`src/rtl/pmmu_pkg.sv`:
```
package pmmu_pkg;
  typedef enum logic [2:0] {
    CMD_NOP         = 3'd0,
    CMD_ALLOC       = 3'd1,
    CMD_RESET       = 3'd2,
    CMD_RX_POP      = 3'd3,
    CMD_RX_POP_FREE = 3'd4,
    CMD_FREE        = 3'd5,
    CMD_TX_PUSH     = 3'd6,
    CMD_TX_CLR      = 3'd7
  } mmu_cmd_e;

  // write addresses
  localparam logic [2:0] WA_CMD  = 3'd0;
  localparam logic [2:0] WA_PNUM = 3'd1;
  localparam logic [2:0] WA_ACK  = 3'd2;
  localparam logic [2:0] WA_MASK = 3'd3;

  // read addresses
  localparam logic [2:0] RA_RES   = 3'd0;
  localparam logic [2:0] RA_PNUM  = 3'd1;
  localparam logic [2:0] RA_DONE  = 3'd2;
  localparam logic [2:0] RA_RX    = 3'd3;
  localparam logic [2:0] RA_STAT  = 3'd4;
  localparam logic [2:0] RA_MASK  = 3'd5;
  localparam logic [2:0] RA_TOTAL = 3'd6;
  localparam logic [2:0] RA_USED  = 3'd7;

  // status bit positions
  localparam int IB_RX    = 0;
  localparam int IB_TXD   = 1;
  localparam int IB_TXE   = 2;
  localparam int IB_ALLOC = 3;

  localparam logic [7:0] EMPTY_CODE = 8'h80;
  localparam logic [7:0] ACK_MASK   = 8'hD6;
  localparam logic [7:0] STAT_RESET = 8'h04;
endpackage

```
`src/rtl/pmmu_bitmap.sv`:
```
module pmmu_bitmap #(
  parameter int PAGES = 4,
  parameter int PW    = 2,
  parameter int CW    = 3
) (
  input  logic          clk,
  input  logic          rst_n,
  input  logic          clr,
  input  logic          alloc,
  input  logic          free_en,
  input  logic [PW-1:0] free_idx,
  output logic          any_free,
  output logic [PW-1:0] low_idx,
  output logic [CW-1:0] used_cnt
);
  logic [PAGES-1:0] bm;

  always_comb begin
    logic found;
    found   = 1'b0;
    low_idx = '0;
    for (int i = 0; i < PAGES; i++) begin
      if (!bm[i] && !found) begin
        low_idx = PW'(i);
        found   = 1'b1;
      end
    end
  end

  assign any_free = ~&bm;

  always_comb begin
    used_cnt = '0;
    for (int i = 0; i < PAGES; i++) used_cnt = used_cnt + CW'(bm[i]);
  end

  for (genvar g = 0; g < PAGES; g++) begin : g_page
    always_ff @(posedge clk) begin
      if (!rst_n || clr)                       bm[g] <= 1'b0;
      else if (alloc && low_idx == PW'(g))     bm[g] <= 1'b1;
      else if (free_en && free_idx == PW'(g))  bm[g] <= 1'b0;
    end
  end
endmodule

```
`src/rtl/pmmu_queue.sv`:
```
module pmmu_queue #(
  parameter int DEPTH = 4,
  parameter int W     = 2,
  parameter int CW    = 3
) (
  input  logic          clk,
  input  logic          rst_n,
  input  logic          clr,
  input  logic          push,
  input  logic [W-1:0]  din,
  input  logic          pop,
  output logic [W-1:0]  head,
  output logic [CW-1:0] cnt,
  output logic [CW-1:0] cnt_nxt
);
  logic [W-1:0]  mem [DEPTH];
  logic          pop_eff, push_eff;
  logic [CW-1:0] wr_slot;

  assign pop_eff  = pop && (cnt != '0);
  assign push_eff = push && ((cnt != CW'(DEPTH)) || pop_eff);
  assign wr_slot  = cnt - CW'(pop_eff);
  assign cnt_nxt  = clr ? '0 : (cnt + CW'(push_eff) - CW'(pop_eff));
  assign head     = mem[0];

  always_ff @(posedge clk) begin
    if (!rst_n) cnt <= '0;
    else        cnt <= cnt_nxt;
  end

  for (genvar g = 0; g < DEPTH; g++) begin : g_slot
    logic [W-1:0] behind;
    if (g == DEPTH - 1) begin : g_last
      assign behind = mem[g];
    end else begin : g_mid
      assign behind = mem[g+1];
    end
    always_ff @(posedge clk) begin
      if (!rst_n)                              mem[g] <= '0;
      else if (push_eff && wr_slot == CW'(g))  mem[g] <= din;
      else if (pop_eff)                        mem[g] <= behind;
    end
  end
endmodule

```
`src/rtl/pmmu_irq.sv`:
```
module pmmu_irq
  import pmmu_pkg::*;
(
  input  logic       clk,
  input  logic       rst_n,
  input  logic       ack_en,
  input  logic [7:0] ack_val,
  input  logic       mask_we,
  input  logic [7:0] mask_val,
  input  logic       alloc_clr,
  input  logic       alloc_set,
  input  logic       rx_set,
  input  logic       rx_clr,
  input  logic       txq_empty_nxt,
  input  logic       done_busy_nxt,
  output logic [7:0] status,
  output logic [7:0] mask,
  output logic       irq
);
  logic [7:0] st_nxt;

  always_comb begin
    st_nxt = status & ~(ack_en ? (ack_val & ACK_MASK) : 8'h00);
    if (alloc_clr)     st_nxt[IB_ALLOC] = 1'b0;
    if (alloc_set)     st_nxt[IB_ALLOC] = 1'b1;
    if (rx_clr)        st_nxt[IB_RX]    = 1'b0;
    if (rx_set)        st_nxt[IB_RX]    = 1'b1;
    if (txq_empty_nxt) st_nxt[IB_TXE]   = 1'b1;
    if (done_busy_nxt) st_nxt[IB_TXD]   = 1'b1;
  end

  always_ff @(posedge clk) begin
    if (!rst_n) begin
      status <= STAT_RESET;
      mask   <= 8'h00;
    end else begin
      status <= st_nxt;
      if (mask_we) mask <= mask_val;
    end
  end

  assign irq = |(status & mask);
endmodule

```
`src/rtl/pkt_page_mmu.sv`:
```
module pkt_page_mmu
  import pmmu_pkg::*;
#(
  parameter int PAGES = 4,
  localparam int PW   = (PAGES > 1) ? $clog2(PAGES) : 1,
  localparam int CW   = $clog2(PAGES + 1)
) (
  input  logic          clk,
  input  logic          rst_n,
  input  logic          reg_wr,
  input  logic [2:0]    reg_addr,
  input  logic [7:0]    reg_wdata,
  output logic [7:0]    reg_rdata,
  input  logic          rx_valid,
  output logic          rx_ready,
  input  logic          tx_en,
  input  logic          auto_release,
  output logic          tx_valid,
  input  logic          tx_ready,
  output logic [PW-1:0] tx_page,
  output logic [CW-1:0] pages_used,
  output logic          irq
);
  mmu_cmd_e      cmd;
  logic          wr_cmd;
  logic          is_alloc, is_reset, is_rxpop, is_rxpf, is_free, is_push, is_txclr;
  logic [PW-1:0] pnum;
  logic [7:0]    alloc_res;
  logic          pending;
  logic          any_free;
  logic [PW-1:0] low_idx;
  logic          alloc_cmd_ok, alloc_pend_ok, rx_acc, tx_fire, bm_alloc;
  logic          free_en;
  logic [PW-1:0] free_idx;
  logic [PW-1:0] txq_head, doneq_head, rxq_head;
  logic [CW-1:0] txq_cnt, doneq_cnt, rxq_cnt;
  logic [CW-1:0] txq_nxt, doneq_nxt, rxq_nxt;
  logic          rx_pop, done_pop;
  logic [7:0]    int_status, int_mask;

  assign cmd       = mmu_cmd_e'(reg_wdata[7:5]);
  assign wr_cmd    = reg_wr && (reg_addr == WA_CMD);
  assign is_alloc  = wr_cmd && (cmd == CMD_ALLOC);
  assign is_reset  = wr_cmd && (cmd == CMD_RESET);
  assign is_rxpop  = wr_cmd && (cmd == CMD_RX_POP);
  assign is_rxpf   = wr_cmd && (cmd == CMD_RX_POP_FREE);
  assign is_free   = wr_cmd && (cmd == CMD_FREE);
  assign is_push   = wr_cmd && (cmd == CMD_TX_PUSH);
  assign is_txclr  = wr_cmd && (cmd == CMD_TX_CLR);

  // grant sources are mutually exclusive: command, pending retry, receive
  assign alloc_cmd_ok  = is_alloc && any_free;
  assign alloc_pend_ok = pending && !reg_wr && any_free;
  assign rx_ready      = any_free && !reg_wr && !pending && (rxq_cnt != CW'(PAGES));
  assign rx_acc        = rx_valid && rx_ready;
  assign bm_alloc      = alloc_cmd_ok || alloc_pend_ok || rx_acc;

  assign tx_valid = tx_en && (txq_cnt != '0) && !reg_wr;
  assign tx_page  = txq_head;
  assign tx_fire  = tx_valid && tx_ready;

  assign rx_pop   = is_rxpop || is_rxpf;
  assign done_pop = reg_wr && (reg_addr == WA_ACK) && reg_wdata[IB_TXD];

  always_comb begin
    free_en  = 1'b0;
    free_idx = pnum;
    if (is_free) begin
      free_en = 1'b1;
    end else if (is_rxpf && (rxq_cnt != '0)) begin
      free_en  = 1'b1;
      free_idx = rxq_head;
    end else if (tx_fire && auto_release) begin
      free_en  = 1'b1;
      free_idx = txq_head;
    end
  end

  always_ff @(posedge clk) begin
    if (!rst_n) begin
      pnum      <= '0;
      alloc_res <= 8'h00;
      pending   <= 1'b0;
    end else begin
      if (reg_wr && reg_addr == WA_PNUM) pnum <= reg_wdata[PW-1:0];
      if (is_reset) begin
        alloc_res <= 8'h00;
        pending   <= 1'b0;
      end else if (is_alloc) begin
        alloc_res <= any_free ? 8'(low_idx) : EMPTY_CODE;
        pending   <= !any_free;
      end else if (alloc_pend_ok) begin
        alloc_res <= 8'(low_idx);
        pending   <= 1'b0;
      end
    end
  end

  pmmu_bitmap #(.PAGES(PAGES), .PW(PW), .CW(CW)) u_bitmap (
    .clk(clk), .rst_n(rst_n), .clr(is_reset), .alloc(bm_alloc),
    .free_en(free_en), .free_idx(free_idx),
    .any_free(any_free), .low_idx(low_idx), .used_cnt(pages_used)
  );

  pmmu_queue #(.DEPTH(PAGES), .W(PW), .CW(CW)) u_txq (
    .clk(clk), .rst_n(rst_n), .clr(is_reset || is_txclr),
    .push(is_push), .din(pnum), .pop(tx_fire),
    .head(txq_head), .cnt(txq_cnt), .cnt_nxt(txq_nxt)
  );

  pmmu_queue #(.DEPTH(PAGES), .W(PW), .CW(CW)) u_doneq (
    .clk(clk), .rst_n(rst_n), .clr(is_reset || is_txclr),
    .push(tx_fire && !auto_release), .din(txq_head), .pop(done_pop),
    .head(doneq_head), .cnt(doneq_cnt), .cnt_nxt(doneq_nxt)
  );

  pmmu_queue #(.DEPTH(PAGES), .W(PW), .CW(CW)) u_rxq (
    .clk(clk), .rst_n(rst_n), .clr(is_reset),
    .push(rx_acc), .din(low_idx), .pop(rx_pop),
    .head(rxq_head), .cnt(rxq_cnt), .cnt_nxt(rxq_nxt)
  );

  pmmu_irq u_irq (
    .clk(clk), .rst_n(rst_n),
    .ack_en(reg_wr && reg_addr == WA_ACK), .ack_val(reg_wdata),
    .mask_we(reg_wr && reg_addr == WA_MASK), .mask_val(reg_wdata),
    .alloc_clr(is_alloc), .alloc_set(alloc_cmd_ok || alloc_pend_ok),
    .rx_set(rx_acc || (rx_pop && rxq_nxt != '0)),
    .rx_clr(rx_pop && rxq_nxt == '0),
    .txq_empty_nxt(txq_nxt == '0), .done_busy_nxt(doneq_nxt != '0),
    .status(int_status), .mask(int_mask), .irq(irq)
  );

  always_comb begin
    case (reg_addr)
      RA_RES:   reg_rdata = alloc_res;
      RA_PNUM:  reg_rdata = 8'(pnum);
      RA_DONE:  reg_rdata = (doneq_cnt == '0) ? EMPTY_CODE : 8'(doneq_head);
      RA_RX:    reg_rdata = (rxq_cnt == '0) ? EMPTY_CODE : 8'(rxq_head);
      RA_STAT:  reg_rdata = int_status;
      RA_MASK:  reg_rdata = int_mask;
      RA_TOTAL: reg_rdata = 8'(PAGES);
      default:  reg_rdata = 8'(pages_used);
    endcase
  end
endmodule

```
`config.mk`:
```
export PLATFORM = sky130hd
export DESIGN_NAME = pkt_page_mmu
export DESIGN_NICKNAME = d
export VERILOG_FILES = /design/src/rtl/pmmu_pkg.sv /design/src/rtl/pmmu_bitmap.sv /design/src/rtl/pmmu_queue.sv /design/src/rtl/pmmu_irq.sv /design/src/rtl/pkt_page_mmu.sv
export SDC_FILE = /design/constraint.sdc
export NUM_CORES = 1
export LEC_CHECK = 0
export BUFFER_PORTS_ARGS = -buffer_cell sky130_fd_sc_hd__buf_2
export CAP_MARGIN = 20
export CORE_ASPECT_RATIO = 2
export CORE_UTILIZATION = 60
export DETAILED_ROUTE_END_ITERATION = 8
export GPL_TIMING_DRIVEN = 0
export HOLD_SLACK_MARGIN = 0.02
export PLACE_DENSITY = 0.8
export SKIP_CTS_REPAIR_TIMING = 1
export SYNTH_ARGS = -nofsm -noshare
export SYNTH_HDL_FRONTEND = slang
export SYNTH_HIERARCHICAL = 1
export SYNTH_SLANG_ARGS = --single-unit
export TNS_END_PERCENT = 10
```
`constraint.sdc`:
```
create_clock -name clk -period 4.1 [get_ports clk]
set_input_delay 0.82 -clock clk [delete_from_list [all_inputs] [get_ports clk]]
set_output_delay 0.82 -clock clk [all_outputs]
set_load 0.01 [all_outputs]
```
# ---- After elaboration in Yosys (flattened, before gate mapping)
# Memory sizes are Yosys's and may differ from the RTL's.
# Index checks and enable logic that the tools add are counted.
dict set report word_totals {
  regBits 40
  ram_bits 24
  input_bits 18
  out_inout_bits 16
  word_cells 323
  n_memories 3
}
# memory depth width read_ports rd_clocked_by_memory_dff wr line_no
set mem_list {}
lappend mem_list {u_doneq.mem 4 2 4 0 4 pmmu_queue.sv:16} ;# logic [W-1:0] mem [DEPTH];
lappend mem_list {u_rxq.mem 4 2 4 0 4 pmmu_queue.sv:16}
lappend mem_list {u_txq.mem 4 2 4 0 4 pmmu_queue.sv:16}
dict set report op_classes {
  n_addsub 12
  n_eq_ne 31
  muxes 137
  bitwise 28
  reduce_logical 99
}
# operator n
set op_table {}
lappend op_table {{1-bit 2-to-1 mux} 98}
lappend op_table {{2-bit 2-to-1 mux} 29}
lappend op_table {{1-bit logical AND} 56}
lappend op_table {{8-bit case mux with 7 select lines} 1}
lappend op_table {{8-bit 2-to-1 mux} 6}
lappend op_table {{3-bit by 2-bit == test with 1-bit output, second input constant} 10}
lappend op_table {{3-bit logical NOT} 8}
lappend op_table {{1-bit bitwise OR} 24}
lappend op_table {{3-bit == test, second input constant} 7}
lappend op_table {{3-bit by 1-bit subtractor with 3-bit output} 6}
lappend op_table {{8-bit AND} 2}
lappend op_table {{3-bit by 1-bit adder with 3-bit output} 5}
lappend op_table {{3-bit by 1-bit == test with 1-bit output, second input constant} 5}
lappend op_table {{3-bit nonzero test} 5}
lappend op_table {{1-bit logical NOT} 10}
lappend op_table {{2-bit nonzero test} 5}
lappend op_table {{1-bit logical OR} 9}
lappend op_table {{3-bit 2-to-1 mux} 3}
lappend op_table {{3-bit != test, second input constant} 3}
lappend op_table {{2-bit == test, second input constant} 4}
lappend op_table {{8-bit inverter} 1}
lappend op_table {{8-bit OR reduction} 1}
lappend op_table {{2-bit by 1-bit == test with 1-bit output, second input constant} 2}
lappend op_table {{2-bit logical NOT} 2}
lappend op_table {{4 further kinds} 5}

# ---- Logic depth before layout (Yosys ltp)
# Gate-level depths: netlist (run 1).
dict set report depth {
  word_depth 14
  ltp_mapped 18
}

# ---- Hierarchy
# The synthesis (run 1) kept the hierarchy.
# module n_inst cells_per_inst area_each_um2 seq_area_each_um2
set modules_own_cells {}
lappend modules_own_cells {{pmmu_queue (u_rxq ...)} 2 59 698.2 300.3}
lappend modules_own_cells {pkt_page_mmu 1 120 829.5 100.1}
lappend modules_own_cells {{pmmu_queue (u_doneq)} 1 59 705.7 300.3}
lappend modules_own_cells {pmmu_irq 1 53 544.3 300.3}
lappend modules_own_cells {pmmu_bitmap 1 37 322.8 80.1}

# ---- Worst setup path before layout (run 1)
# Ideal clock, no wire load.
dict set report synth_path {
  path_kind {input port to flip-flop}
  startpoint {in reg_wr}
  endpoint {reg u_irq.status[0]}
  setup_ns 0.115
  arrival_time_ns 3.574
  required_ns 3.985
  slack_ns 0.411
  stages 15
  cell_sequence {a2111oi_0 -> nand2_1 -> inv_1 -> nand2b_1 -> ha_1 -> inv_1 -> ha_1 -> inv_1 -> fa_1 -> xnor3_1 -> nor2_1 -> nor3_1 -> and3_1 -> nor2b_1 -> o21a_1}
}
dict set report synth_between {
  elab_chain_len 13
}
# element line_no
set synth_rtl {}
lappend synth_rtl {{start: declaration} pkt_page_mmu.sv:10} ;# input logic reg_wr,
lappend synth_rtl {{1-bit logical NOT (*)} pkt_page_mmu.sv:54} ;# assign rx_ready = any_free && !reg_wr && !pending && (rxq_cnt != CW'(PAGES));
lappend synth_rtl {{1-bit logical AND (*) (3 in series)} pkt_page_mmu.sv:54}
lappend synth_rtl {{1-bit logical AND (*)} pkt_page_mmu.sv:55} ;# assign rx_acc = rx_valid && rx_ready;
lappend synth_rtl {{via rx_acc} pkt_page_mmu.sv:32} ;# logic alloc_cmd_ok, alloc_pend_ok, rx_acc, tx_fire, bm_alloc;
lappend synth_rtl {{1-bit logical AND (*)} pmmu_queue.sv:21} ;# assign push_eff = push && ((cnt != CW'(DEPTH)) || pop_eff);
lappend synth_rtl {{3-bit by 1-bit adder with 3-bit output (*)} pmmu_queue.sv:23} ;# assign cnt_nxt = clr ? '0 : (cnt + CW'(push_eff) - CW'(pop_eff));
lappend synth_rtl {{3-bit by 1-bit subtractor with 3-bit output (*)} pmmu_queue.sv:23}
lappend synth_rtl {{3-bit 2-to-1 mux (*)} pmmu_queue.sv:23}
lappend synth_rtl {{via rxq_nxt[2]} pkt_page_mmu.sv:37} ;# logic [CW-1:0] txq_nxt, doneq_nxt, rxq_nxt;
lappend synth_rtl {{3-bit logical NOT or 3-bit nonzero test (tied branches)} {pkt_page_mmu.sv:129, pkt_page_mmu.sv:128}}
lappend synth_rtl {{1-bit logical AND (on tied branches)} {pkt_page_mmu.sv:129, pkt_page_mmu.sv:128}}
lappend synth_rtl {{1-bit 2-to-1 mux or 1-bit logical OR (tied branches)} {pmmu_irq.sv:26, pkt_page_mmu.sv:128}}
lappend synth_rtl {{1-bit 2-to-1 mux (*)} pmmu_irq.sv:27} ;# if (rx_set) st_nxt[IB_RX] = 1'b1;
lappend synth_rtl {{end signal: assignment} pmmu_irq.sv:37} ;# status <= st_nxt;
lappend synth_rtl {{end: declaration} pmmu_irq.sv:16} ;# output logic [7:0] status,
# The timed path passes the listed nets; every way through them passes the cells marked *.
# A chain may end at the register's enable or synchronous reset.

# ---- Worst setup path in the final report (run 1)
dict set report layout_path {
  startpoint {in reg_addr[2]}
  endpoint {reg u_irq.status[1]}
}
dict set report layout_between {
  elab_chain_len 11
}
# element line_no
set layout_rtl {}
lappend layout_rtl {{start: declaration} pkt_page_mmu.sv:11} ;# input logic [2:0] reg_addr,
lappend layout_rtl {{3-bit by 2-bit == test with 1-bit output (*)} pkt_page_mmu.sv:63} ;# assign done_pop = reg_wr && (reg_addr == WA_ACK) && reg_wdata[IB_TXD];
lappend layout_rtl {{1-bit logical AND (*) (2 in series)} pkt_page_mmu.sv:63}
lappend layout_rtl {{via done_pop} pkt_page_mmu.sv:38} ;# logic rx_pop, done_pop;
lappend layout_rtl {{1-bit logical AND (*)} pmmu_queue.sv:20} ;# assign pop_eff = pop && (cnt != '0);
lappend layout_rtl {{1-bit logical OR} pmmu_queue.sv:21}
lappend layout_rtl {{1-bit logical AND} pmmu_queue.sv:21}
lappend layout_rtl {{3-bit by 1-bit adder with 3-bit output} pmmu_queue.sv:23}
lappend layout_rtl {{3-bit by 1-bit subtractor with 3-bit output (*)} pmmu_queue.sv:23}
lappend layout_rtl {{3-bit 2-to-1 mux (*)} pmmu_queue.sv:23}
lappend layout_rtl {{via doneq_nxt[2]} pkt_page_mmu.sv:37}
lappend layout_rtl {{3-bit nonzero test (*)} pkt_page_mmu.sv:130} ;# .txq_empty_nxt(txq_nxt == '0), .done_busy_nxt(doneq_nxt != '0),
lappend layout_rtl {{1-bit 2-to-1 mux (*)} pmmu_irq.sv:29} ;# if (done_busy_nxt) st_nxt[IB_TXD] = 1'b1;
# Marked as above.

==> impl_metrics.ini, run 1 <==
[synth]
yosysWarnings = 6
syn-cell-area_sq_mm = 0.00380
synthCells = 387
synthDistinctLibCells = 60
synth_ff_type = dfxtp_1
yosysMostFrequentCell = nand2_1
synth_area_leaders = edfxtp_1 (19%), dfxtp_1 (17%), mux2i_1 (9.7%), ha_1 (5.6%), nand2_1 (4.7%)
synth-edff-count = 24
synth_seq_cells = 57
synth_top_area_cell = edfxtp_1
synth_common_cells = nand2_1 (48), mux2i_1 (37), nor2_1 (35), dfxtp_1 (33), inv_1 (25)
syn_avg_cell_area_sq_um = 9.82
syn_nets = 426
synth_top_area_frac = 0.190
yosysSeqAreaShare = 0.364
async_reset_ff_frac = 0

[clocking]
cts-root-buf = clkbuf_16
worstSkewPairLatency_ns = 0.33
clock_path_buffers = 2
numCtsBuffers = 9
htree_num_levels = 3
cts.reportedPaths.clkPinSlew_ns = 0.05
cts_tree = built
cts_sinks = 57

[power_and_ir_drop]
p_seq_frac = 0.388
vdd_ir_drop_max_mv = 0.347
p_int_mw = 1.26
combPwrFrac = 0.095
power_density_mw_per_mm2 = 368
swShare = 0.219
p_leak_nw = 1.80
power_mw = 1.62
p_clk_frac = 0.517
power_switching_mw = 0.355

[detailed_routing]
drc = 0
first_pass_iters = 5
wl_um = 8690
ant_nets = 0
first_iter_violations = 147
wl_per_cell_um = 16.7
vias = 3025
vias_per_cell = 5.83

[die]
die_w_um = 58.3
die_h_um = 115
die_area_sq_mm = 0.00667
initial_core_util = 0.627
rows = 40
num_io_pins = 34
core_sq_mm = 0.00606

[timing]
fin_crit_sh = 0.925
rsz0062_at_grt = false
finalSetupViolCount = 0
max_slew_margin = 0.495
hold_ws_ns = 0.454
tightest_slew_ns = 0.756
finalHoldViolCount = 0
fin_crit_ns = 3.79
clock-skew-final_ns = 0.00398
slew_viol_final = 0
max_freq_mhz = 264

[final_layout]
diodes = 0
nNetsFinal = 469
drive_above_1_share = 0.191
area_growth_pct = 15.8
post-route-util = 0.726

[global_routing]
grt_first_pass_wirelength_um = 14200
grtUsageMet2 = 0.536
grt_max_degree = 38
grt_usage = 0.288
gr-total-overflow = 0
grt_pass1_vias = 3201
antenna_found_initial = 0
grt_util_met1 = 0.268
grt_use_met3 = 0.0576
top_usage_layer = met2

[setup_path]
reg2reg_depth = 18
r2r_end = u_irq/status[0]$_SDFF_PN0_
slowest_stage = nor3b_1
crit_type = in2reg
crit_path_start = reg_addr[2]
max_stage_delay_ns = 0.64
crit_fanout = 6
r2r_start = u_bitmap/bm[0]$_SDFFE_PP0P_
startpoint_type = input pin
critPathArrivalTime_ns = 4.01
required_ns = 4.32
endpoint_kind = register
r2r_slack_ns = 0.50
cp_cell_sequence = buf_2 -> nand2b_1 -> nor3b_1 -> and2_1 -> nor4b_4 -> nand2b_1 -> ha_1 -> inv_1 -> ha_1 -> inv_1 -> fa_1 -> xnor3_1 -> nor2_1 -> or3_1 -> o21a_1

[hold_path]
hold_path.class = reg2reg
hold-path-cell-count = 2
holdPathEnd = u_irq/status[4]$_SDFF_PN0_
hp-start = u_irq/status[4]$_SDFF_PN0_

[placement]
post-dp-hpwl_um = 6720
routabilityCongestion = 0.896
io_buffers = 32

[job]
maxCapViolations = 0

[outcome]
status = completed
-- cell usage in the layout, fill, tap and decap left out, drive strengths merged, types with 7 or more instances in the layout --
master / count
nor3: 7
ha: 17
nor2: 35
clkbuf: 13
and2: 11
mux2i: 37
edfxtp: 24
a21oi: 10
inv: 26
o21ai: 7
nor4b: 10
nand2: 48
nand2b: 16
buf: 37
nor2b: 12
or2: 9
dfxtp: 33
-- cell type report --
| type | instances | area (sq um) |
|---|---|---|
| inverter | 26 | 97.6 |
| clock inverter | 6 | 106 |
| sequential | 57 | 1380 |
| timing repair buffer | 32 | 160 |
| multi-input combinational | 296 | 2270 |
| fill | 434 | 1660 |
| clock buffer | 10 | 229 |
| buffer | 8 | 53.8 |
| tap | 84 | 105 |
-- layer usage --
layer	part of all wire	vias to the layer above
li1	-	1465
met4	0.055	0
met1	0.35	1451
met5	0	-
met2	0.56	74
met3	0.027	35
-- sequential cells by signal (all words and copies together) (netlist names) --
name	cells
pnum	2
u_rxq/mem	8
u_rxq/cnt	3
u_doneq/mem	8
u_txq/cnt	3
u_bitmap/bm	4
alloc_res	3
u_txq/mem	8
u_doneq/cnt	3
u_irq/mask	8
u_irq/status	7
-- worst max path at each step --
| stage | cells past startpoint | slack (ns) | endpoint |
|---|---|---|---|
| final | 15 | 0.31 | u_irq/status[1]$_SDFF_PN0_ |
| after global routing | 19 | 0.001 | u_irq/status[0]$_SDFF_PN0_ |
| after CTS | 15 | 0.29 | u_irq/status[1]$_SDFF_PN0_ |
| after detailed placement | 15 | -0.06 | u_irq/status[1]$_SDFF_PN0_ |
| after global placement | 15 | 0.01 | u_irq/status[1]$_SDFF_PN0_ |
| after floorplan | 15 | 0.41 | u_irq/status[0]$_SDFF_PN0_ |
-- stage by stage --
| step | instances | setup slack [ns] | setup TNS, ns | area [sq um] |
|---|---|---|---|---|
| after global routing | 519 | 0.00116 | 0 | 4400 |
| after global placement | 503 | 0.00986 | 0 | 4060 |
| after CTS | 519 | 0.290 | 0 | 4400 |
| after detailed placement | 503 | -0.0642 | -0.0815 | 4060 |
| after floorplan | 387 | 0.411 | 0 | 3800 |
| final | 519 | 0.307 | 0 | 4400 |
-- power groups by stage --
stage / Clock [mW] / Combinational (mW) / Sequential [mW]
5_1_grt: 0.866 / 0.171 / 0.630
3_3_place_gp: 0 / 0.149 / 0.638
4_1_cts: 0.843 / 0.155 / 0.628
2_1_floorplan: 0 / 0.104 / 0.633
3_5_place_dp: 0 / 0.153 / 0.638
6_report: 0.836 / 0.154 / 0.628
-- critical path: cells and delay by family --
kind	cells	cell delay (ns)
xor gates and xnor gates	1	0.20
buffers and inverters	3	0.25
and+or+nand+nor	7	1.76
AOI/OAI and AO/OA	1	0.18
adders and majority gates	3	0.79
-- kinds of logic after synthesis --
kind of cell | Yosys count | synth area share
AO/OA/AOI/OAI | 51 | 0.104
XOR/XNOR | 7 | 0.0329
adder cells (fa/ha/maj) | 21 | 0.0771
buffers and inverters | 34 | 0.0399
flip-flops | 57 | 0.364
multiplexers | 38 | 0.100
other | 1 | 0.000987
AND/OR/NAND/NOR | 178 | 0.281
No activity file was read; power rests on OpenSTA's default activity.
==> run 2, diff against run 1 <==
--- a/config.mk
+++ b/config.mk
@@ -5,14 +5,14 @@
 export SDC_FILE = /design/constraint.sdc
 export NUM_CORES = 1
 export LEC_CHECK = 0
-export BUFFER_PORTS_ARGS = -buffer_cell sky130_fd_sc_hd__buf_2
 export CAP_MARGIN = 20
 export CORE_ASPECT_RATIO = 2
 export CORE_UTILIZATION = 60
 export DETAILED_ROUTE_END_ITERATION = 8
+export DONT_BUFFER_PORTS = 1
 export GPL_TIMING_DRIVEN = 0
 export HOLD_SLACK_MARGIN = 0.02
-export PLACE_DENSITY = 0.8
+export PLACE_DENSITY = 0.76
 export SKIP_CTS_REPAIR_TIMING = 1
 export SYNTH_ARGS = -nofsm -noshare
 export SYNTH_HDL_FRONTEND = slang
==> run 2 against run 1 <==
Against the previous run: maximum frequency grew 4.7%; clock power shrank 7.1%; clock skew grew 0.0027 ns; utilization shrank 2.9 points; sequential share of layout area grew 1.3 points; sequential power is essentially flat; cell count shrank 5.8%; via count shrank 6.6%; routed wire length shrank 2.1%; first-iteration DRC count shrank 2.0%.
==> impl_metrics.ini, run 2 (synthesis gave the netlist of run 1 again) <==
[hold_path]
hold_path.class = reg2reg
hold-path-cell-count = 2

[final_layout]
layout_commonest_cell = nand2_1
layout.area.seq_sq_mm = 0.00138
drive_above_1_share = 0.126
area_growth_pct = 11.1
multi_input_area_sq_mm = 0.00227
diodes = 0
nNetsFinal = 439
finalNonFillerCells = 489
fillers = 472
layout_common_cells = nand2_1 (48), mux2i_1 (37), nor2_1 (35), dfxtp_1 (33), inv_1 (25)

[detailed_routing]
drc = 0
vias = 2825
wl_per_cell_um = 17.4
first_pass_iters = 4
ant_nets = 0
vias_per_cell = 5.78
first_iter_violations = 144
wl_um = 8510

[setup_path]
cp_top_family = simple AND/OR/NAND/NOR gates
endpoint_kind = register
startpoint_type = register
cp_cell_sequence = nor3_1 -> nor3b_1 -> and2_1 -> nor2b_1 -> nand2b_1 -> ha_1 -> inv_1 -> ha_1 -> inv_1 -> fa_1 -> xnor3_1 -> nor2_1 -> or3_1 -> o21a_1
crit_type = reg2reg
slowest_stage = dfxtp_1
cp.buffers_inverters = 2
required_ns = 4.32
crit_cells = 14
critPathArrivalTime_ns = 3.84
crit_fanout = 7
max_stage_delay_ns = 0.53
reg2reg_depth = 14

[power_and_ir_drop]
power_density_mw_per_mm2 = 364
p_leak_nw = 1.65
vdd_ir_drop_max_mv = 0.286

[timing]
fin_crit_ns = 3.62
clock-skew-final_ns = 0.00672
tightest_slew_ns = 0.720
finalSetupViolCount = 0
slew_viol_final = 0
rsz0062_at_grt = false
max_slew_margin = 0.519
setup_tns_ns = 0
setup_ws_ns = 0.478
max_freq_mhz = 276
finalHoldViolCount = 0
fin_crit_sh = 0.884

[die]
die_h_um = 115
initial_core_util = 0.627
num_io_pins = 34
die_area_sq_mm = 0.00667
core_sq_mm = 0.00606
rows = 40
die_w_um = 58.3

[clocking]
worstSkewPairLatency_ns = 0.33
clock_path_buffers = 2
cts.reportedPaths.clkPinSlew_ns = 0.05
htree_num_levels = 3
cts_tree = built
cts_sinks = 57
cts-root-buf = clkbuf_16
numCtsBuffers = 9

[global_routing]
grt_pass1_vias = 2885
grt_first_pass_wirelength_um = 13800
grt_use_met3 = 0.0712
top_usage_layer = met2
grt_util_met1 = 0.266
grt_max_degree = 38
gr-total-overflow = 0
antenna_found_initial = 0
grt_usage = 0.281
grtUsageMet2 = 0.514

[placement]
dpl.cell_count = 473
dp_slack_ns = 0.147
routabilityCongestion = 0.895
post-dp-hpwl_um = 6620
io_buffers = 0

[job]
maxCapViolations = 0

[outcome]
status = completed
-- run 2: changes by cell type in the layout (fill, tap and decap cells not counted) --
cell,delta
buf_1,+2
bufinv_16,-1
clkbuf_1,-1
clkinv_1,+1
buf_2,-32
clkinv_2,+1
-- run 2: report_power, final --
group	switching, mW	leakage (nW)	internal [mW]
Combinational	0.0737	0.980	0.0556
Clock	0.253	0.150	0.524
Sequential	0.0188	0.515	0.610
-- run 2: path summary, 6_finish.rpt --
path	to	slack, ns	start
hold reg to reg	alloc_res[0]$_SDFFE_PP0P_	0.45	alloc_res[0]$_SDFFE_PP0P_
setup / recovery	u_irq/status[1]$_SDFF_PN0_	0.48	u_txq/cnt[1]$_SDFF_PN0_
setup reg to reg	u_irq/status[1]$_SDFF_PN0_	0.48	u_txq/cnt[1]$_SDFF_PN0_
hold / removal	alloc_res[0]$_SDFFE_PP0P_	0.45	alloc_res[0]$_SDFFE_PP0P_
-- run 2: final cells by class --
cell class / instances / share of cell area
inverters: 26 / 0.0231
plain buffers: 8 / 0.0127
well taps: 84 / 0.0249
multi-input cells: 296 / 0.537
clock inverters: 7 / 0.0202
repair buffers: 2 / 0.00178
clock buffers: 9 / 0.0533
flip-flops and latches: 57 / 0.327
-- run 2: metal layers --
| metal | vias to the layer above | part of all wire |
|---|---|---|
| met4 | 0 | 0.042 |
| li1 | 1401 | - |
| met2 | 66 | 0.55 |
| met3 | 24 | 0.049 |
| met1 | 1334 | 0.35 |
| met5 | - | 0 |
-- run 2: per-stage QoR --
step | utilization | cell area (sq um) | power (mW) | hold WS (ns)
final | 0.697 | 4220 | 1.53 | 0.454
after CTS | 0.697 | 4220 | 1.54 | 0.454
after floorplan | - | 3800 | 0.737 | 0.424
after global placement | 0.645 | 3900 | 0.762 | 0.438
after detailed placement | 0.646 | 3910 | 0.768 | 0.448
after global routing | 0.697 | 4220 | 1.58 | 0.479
-- run 2: worst register-to-register path, delay by kind of cell (launching register included) --
family / cells / cell delay (ns)
AND/OR/NAND/NOR: 7 / 1.73
adder cells (fa/ha/maj): 3 / 0.76
flip-flops: 1 / 0.53
XOR/XNOR: 1 / 0.21
AO/OA/AOI/OAI: 1 / 0.19
buffers and inverters: 2 / 0.10
